## config.mk

```make
export PLATFORM = sky130hd
export DESIGN_NAME = usb_suspend_ctrl
export DESIGN_NICKNAME = d
export VERILOG_FILES = /design/src/rtl/usb_susp_pkg.sv /design/src/rtl/usb_susp_sync.sv /design/src/rtl/usb_susp_idle_timer.sv /design/src/rtl/usb_susp_fsm.sv /design/src/rtl/usb_suspend_ctrl.sv
export SDC_FILE = /design/constraint.sdc
export NUM_CORES = 1
export LEC_CHECK = 0
export BUFFER_PORTS_ARGS = -buffer_cell sky130_fd_sc_hd__buf_2
export CAP_MARGIN = 10
export CORE_MARGIN = 5
export CORE_UTILIZATION = 50
export CTS_CLUSTER_DIAMETER = 30
export DETAILED_ROUTE_END_ITERATION = 8
export MAX_ROUTING_LAYER = met4
export PLACE_DENSITY = 0.72
export SLEW_MARGIN = 20
export SYNTH_ARGS = -nofsm -noshare
export SYNTH_HDL_FRONTEND = slang
export SYNTH_SLANG_ARGS = --single-unit
```

## constraint.sdc

```tcl
create_clock -name clk -period 2.1 [get_ports clk]
set_clock_uncertainty 0.2 [all_clocks]
set_input_delay 0.105 -clock clk [delete_from_list [all_inputs] [get_ports clk]]
set_output_delay 0.105 -clock clk [all_outputs]
set_load 0.01 [all_outputs]
```

## src/rtl/usb_susp_pkg.sv

```systemverilog
package usb_susp_pkg;
  typedef enum logic [1:0] {
    ST_RUN  = 2'd0,
    ST_SUSP = 2'd1,
    ST_WAKE = 2'd2
  } susp_state_t;
endpackage

```

## src/rtl/usb_susp_sync.sv

```systemverilog
// Multi-flop synchronizer for a single asynchronous level (STAGES >= 2).
module usb_susp_sync #(
  parameter int STAGES = 2
) (
  input  logic clk,
  input  logic rst,
  input  logic d,
  output logic q
);
  logic [STAGES-1:0] chain;

  always_ff @(posedge clk) begin
    if (rst) chain <= '0;
    else     chain <= {chain[STAGES-2:0], d};
  end

  assign q = chain[STAGES-1];
endmodule

```

## src/rtl/usb_susp_idle_timer.sv

```systemverilog
// Saturating count of consecutive quiet cycles; expired once LIMIT is reached.
module usb_susp_idle_timer #(
  parameter int LIMIT = 144000
) (
  input  logic clk,
  input  logic rst,
  input  logic clr,
  input  logic quiet,
  output logic expired
);
  localparam int W = $clog2(LIMIT + 1);
  localparam logic [W-1:0] LIMIT_V = W'(LIMIT);

  logic [W-1:0] cnt;

  always_ff @(posedge clk) begin
    if (rst || clr || !quiet) cnt <= '0;
    else if (cnt != LIMIT_V)  cnt <= cnt + 1'b1;
  end

  assign expired = (cnt == LIMIT_V);
endmodule

```

## src/rtl/usb_susp_fsm.sv

```systemverilog
// Run / suspend / wake-wait sequencing with registered pin controls.
module usb_susp_fsm
  import usb_susp_pkg::*;
(
  input  logic        clk,
  input  logic        rst,
  input  logic        expired,
  input  logic        quiet,
  input  logic        wake_req,
  input  logic        stable_sync,
  output susp_state_t state,
  output logic        asleep_n,
  output logic        osc_stop,
  output logic        rc_pull_low,
  output logic        clk_en
);
  susp_state_t nxt;
  logic        seen_hi;
  logic        seen_nxt;

  always_comb begin
    nxt      = state;
    seen_nxt = 1'b0;
    unique case (state)
      ST_RUN:  if (expired && quiet) nxt = ST_SUSP;
      ST_SUSP: if (wake_req) nxt = ST_WAKE;
      ST_WAKE: begin
        seen_nxt = stable_sync;
        if (stable_sync && seen_hi) nxt = ST_RUN;
      end
      default: nxt = ST_RUN;
    endcase
  end

  always_ff @(posedge clk) begin
    if (rst) begin
      state       <= ST_RUN;
      seen_hi     <= 1'b0;
      asleep_n    <= 1'b1;
      osc_stop    <= 1'b0;
      rc_pull_low <= 1'b0;
      clk_en      <= 1'b1;
    end else begin
      state       <= nxt;
      seen_hi     <= seen_nxt;
      asleep_n    <= (nxt == ST_RUN);
      osc_stop    <= (nxt == ST_SUSP);
      rc_pull_low <= (nxt == ST_SUSP);
      clk_en      <= (nxt == ST_RUN);
    end
  end
endmodule

```

## src/rtl/usb_suspend_ctrl.sv

```systemverilog
module usb_suspend_ctrl
  import usb_susp_pkg::*;
#(
  parameter int TIMEOUT_CYC = 144000,
  parameter int SYNC_STAGES = 2
) (
  input  logic clk,
  input  logic rst,
  input  logic ext_rst_n,
  input  logic bus_act,
  input  logic bus_idle,
  input  logic resume_evt,
  input  logic busrst_evt,
  input  logic rc_settled,
  output logic asleep_n,
  output logic osc_stop,
  output logic rc_pull_low,
  output logic clk_en
);
  susp_state_t state;
  logic        quiet;
  logic        wake_req;
  logic        expired;
  logic        stable_sync;

  assign quiet    = bus_idle && !bus_act && ext_rst_n;
  assign wake_req = resume_evt || busrst_evt || !ext_rst_n;

  usb_susp_sync #(.STAGES(SYNC_STAGES)) u_sync (
    .clk (clk),
    .rst (rst),
    .d   (rc_settled),
    .q   (stable_sync)
  );

  usb_susp_idle_timer #(.LIMIT(TIMEOUT_CYC)) u_timer (
    .clk     (clk),
    .rst     (rst),
    .clr     (state != ST_RUN),
    .quiet   (quiet),
    .expired (expired)
  );

  usb_susp_fsm u_fsm (
    .clk         (clk),
    .rst         (rst),
    .expired     (expired),
    .quiet       (quiet),
    .wake_req    (wake_req),
    .stable_sync (stable_sync),
    .state       (state),
    .asleep_n    (asleep_n),
    .osc_stop    (osc_stop),
    .rc_pull_low (rc_pull_low),
    .clk_en      (clk_en)
  );
endmodule

```

==> results.yml <==
outcome:
  status: "finished clean"
setup_path:
  crit_chain: "ha_1, nand2_1, or3_4, or4_1, a21oi_1"
  cp.required_ns: 2.16
  path_buf_inv: 0
  path_delay_family: "simple AND/OR/NAND/NOR gates"
  worst_path_max_delay_cell: "or3_4"
  critPathLaunchType: "register"
  crit_type: "register to register"
  cp-end-kind: "register"
  arrival_ns: 1.96
  cp_max_fo: 4
  worst_path_largest_cell_delay_ns: 0.41
global_routing:
  globalRouteMet1Util_pct: 20.0
  grt_use_total_pct: 15.9
  grtUsageMet3_pct: 2.61
  antenna_found_initial: 0
  grt_overflow: 0
  grt_pass1_wl_um: 4250
  busiest_layer: "met2"
  grt_pass1_vias: 976
  met2_usage_pct: 25.7
  grt_start_max_net_pins: 16
routing:
  num_vias: 1013
  drt_iter0_drc: 37
  antenna_left: 0
  vias_per_cell: 5.63
  wire_per_inst_um: 13.4
  drt_first_pass_iters: 4
  drc: 0
  wirelength_um: 2420
min_path:
  hold_class: "input port to register"
floorplanning:
  start_util_pct: 53.4
  rows: 17
  die_w_um: 59.1
  core-area_sq_um: 2250
  die_y_um: 59.1
  io_pins: 12
  die_area_sq_um: 3490
job:
  cap_violations: 0
pwr:
  total_power_uw: 726
  powerDensity_nw_per_um2: 535
  leakage_uw: 0.000474
  irDropWorstVdd_mv: 0.401
synthesis:
  synth_area_leaders: "dfxtp_1 42%, nand2_1 4.7%, xor2_1 3.6%, nor2_1 3.4%, a21oi_1 3.3%"
  yosysWarnings: 0
  ys_ff_latch: 25
  synthFlopType: "dfxtp_1"
  synth_area_per_cell_sq_um: 8.79
  syn-instance-count: 137
  async_reset_ff_share_pct: 0
  synth_top_area_share_pct: 41.5
  yosysSeqAreaShare_pct: 41.5
  syn_area_sq_um: 1200
  syn-num-nets: 147
  synth_area_leader_cell: "dfxtp_1"
  synth-edff-count: 0
  ys_types: 37
sta:
  fmax_mhz: 527
  slew_violations: 0
  worst_slew_pin_slew_ns: 0.521
  setup_ws_ns: 0.201
  slew_headroom_pct: 65.3
  rsz0062_at_grt: "false"
  finalSetupTns_ns: 0
  final-setup-viol-count: 0
  fin_crit_sh_pct: 90.4
  hold_violations: 0
  finalCriticalPeriod_ns: 1.90
clock_network:
  cts_inserted_buffers: 3
  post_cts_buffers: 0
  clock_latency_ns: 0.32
  ctsHtreeMaxLevel: 1
  clockBufferDepth: 2
  cts_tree: "built"
  clk_pin_slew_ns: 0.14
  cts_sinks: 25
  clk_root_buffer_cell: "clkbuf_4"
finish:
  regArea_sq_um: 500
  fillers: 215
  final_cell_mix: "25 x dfxtp_1, 15 x nand2_1, 11 x nor2_1, 11 x buf_2, 8 x a21oi_1"
  nNetsFinal: 163
  fin_util_pct: 60.2
  area.growth.synth_to_final_pct: 12.6
  fin_cells: 180
  final_common_cell: "dfxtp_1"
  multi_input_area_sq_um: 649
  diodes: 0
  drive_above_1_share_pct: 13.8
placed_design:
  dpl.hpwl_um: 1770
  dp_slack_ns: 0.246
  dp_cells: 170
  gp_congestion: 0.822
  port_buffers: 11
## cells in the mapped netlist (4+ instances only)
cell type,number
dfxtp_1,25
nand2_1,15
nor2_1,11
a21oi_1,8
nand3_1,6
inv_1,5
nand2b_1,5
xor2_1,5
a211oi_1,4
xnor2_1,4
## cell type report
type | count | area share (%)
sequential | 25 | 36.9
clock buffer | 3 | 1.66
inverter | 5 | 1.38
timing repair buffer | 18 | 9.04
tap | 28 | 2.58
clock inverter | 1 | 0.554
multi-input combinational | 100 | 47.9
## routing by layer
metal | share of wire (%) | vias to the layer above
li1 | - | 512
met1 | 48 | 471
met2 | 47 | 26
met3 | 4.5 | 4
met4 | 0.87 | 0
met5 | 0 | -
## worst paths after layout
check                  startpoint         endpoint  slack (ns)  depth (start not counted)
setup / recovery   u_timer.cnt[1]  u_timer.cnt[14]        0.20                          5
hold / removal           bus_idle     u_fsm.clk_en        0.17                          5
setup reg to reg   u_timer.cnt[1]  u_timer.cnt[14]        0.20                          5
hold reg to reg   u_sync.chain[1]    u_fsm.seen_hi        0.24                          2
## metrics by stage
step | hold slack (ns) | instance area [sq um]
detailed placement | 0.133 | 1270
CTS | 0.155 | 1360
global route | 0.165 | 1360
finish | 0.169 | 1360
floorplan | -0.0259 | 1200
global placement | 0.121 | 1270
## logic make-up (layout without fill, tap and decap cells)
group | after synthesis | in the layout | share of synthesized area, %
AO/OA/AOI/OAI | 20 | 20 | 10.3
adder cells (fa/ha/maj) | 2 | 2 | 2.08
XOR/XNOR | 9 | 9 | 6.54
buffers and inverters | 12 | 27 | 4.57
AND/OR/NAND/NOR | 66 | 66 | 32.5
multiplexers | 3 | 3 | 2.49
flip-flops | 25 | 25 | 41.5
## tightest hold or removal path, cell delays in order
cell and delay (ns):
buf_2 0.10, nand4bb_1 0.12, nor3_1 0.06, buf_4 0.16, a21oi_1 0.12
## flip-flops by register name, summed over array words and instances (netlist names)
| name | flops |
|---|---|
| u_fsm.seen_hi | 1 |
| u_fsm.state | 2 |
| u_fsm.clk_en | 1 |
| u_fsm.osc_stop | 1 |
| u_timer.cnt | 18 |
| u_sync.chain | 2 |
## power breakdown
group | switching (uW) | total [uW] | internal [uW] | leakage (uW)
sequential | 1.08 | 478 | 477 | 0.000202
clock | 149 | 222 | 72.8 | 0.0000139
combinational | 11.7 | 26.1 | 14.4 | 0.000258
total | 162 | 726 | 564 | 0.000474
## repair_timing
item,CTS,global route
resized for setup,0,0
hold buffers,6,0
endpoints found under the setup margin,0,0
endpoints found under the hold margin,7,0
Note: power is estimated with default switching activity, not from simulation.
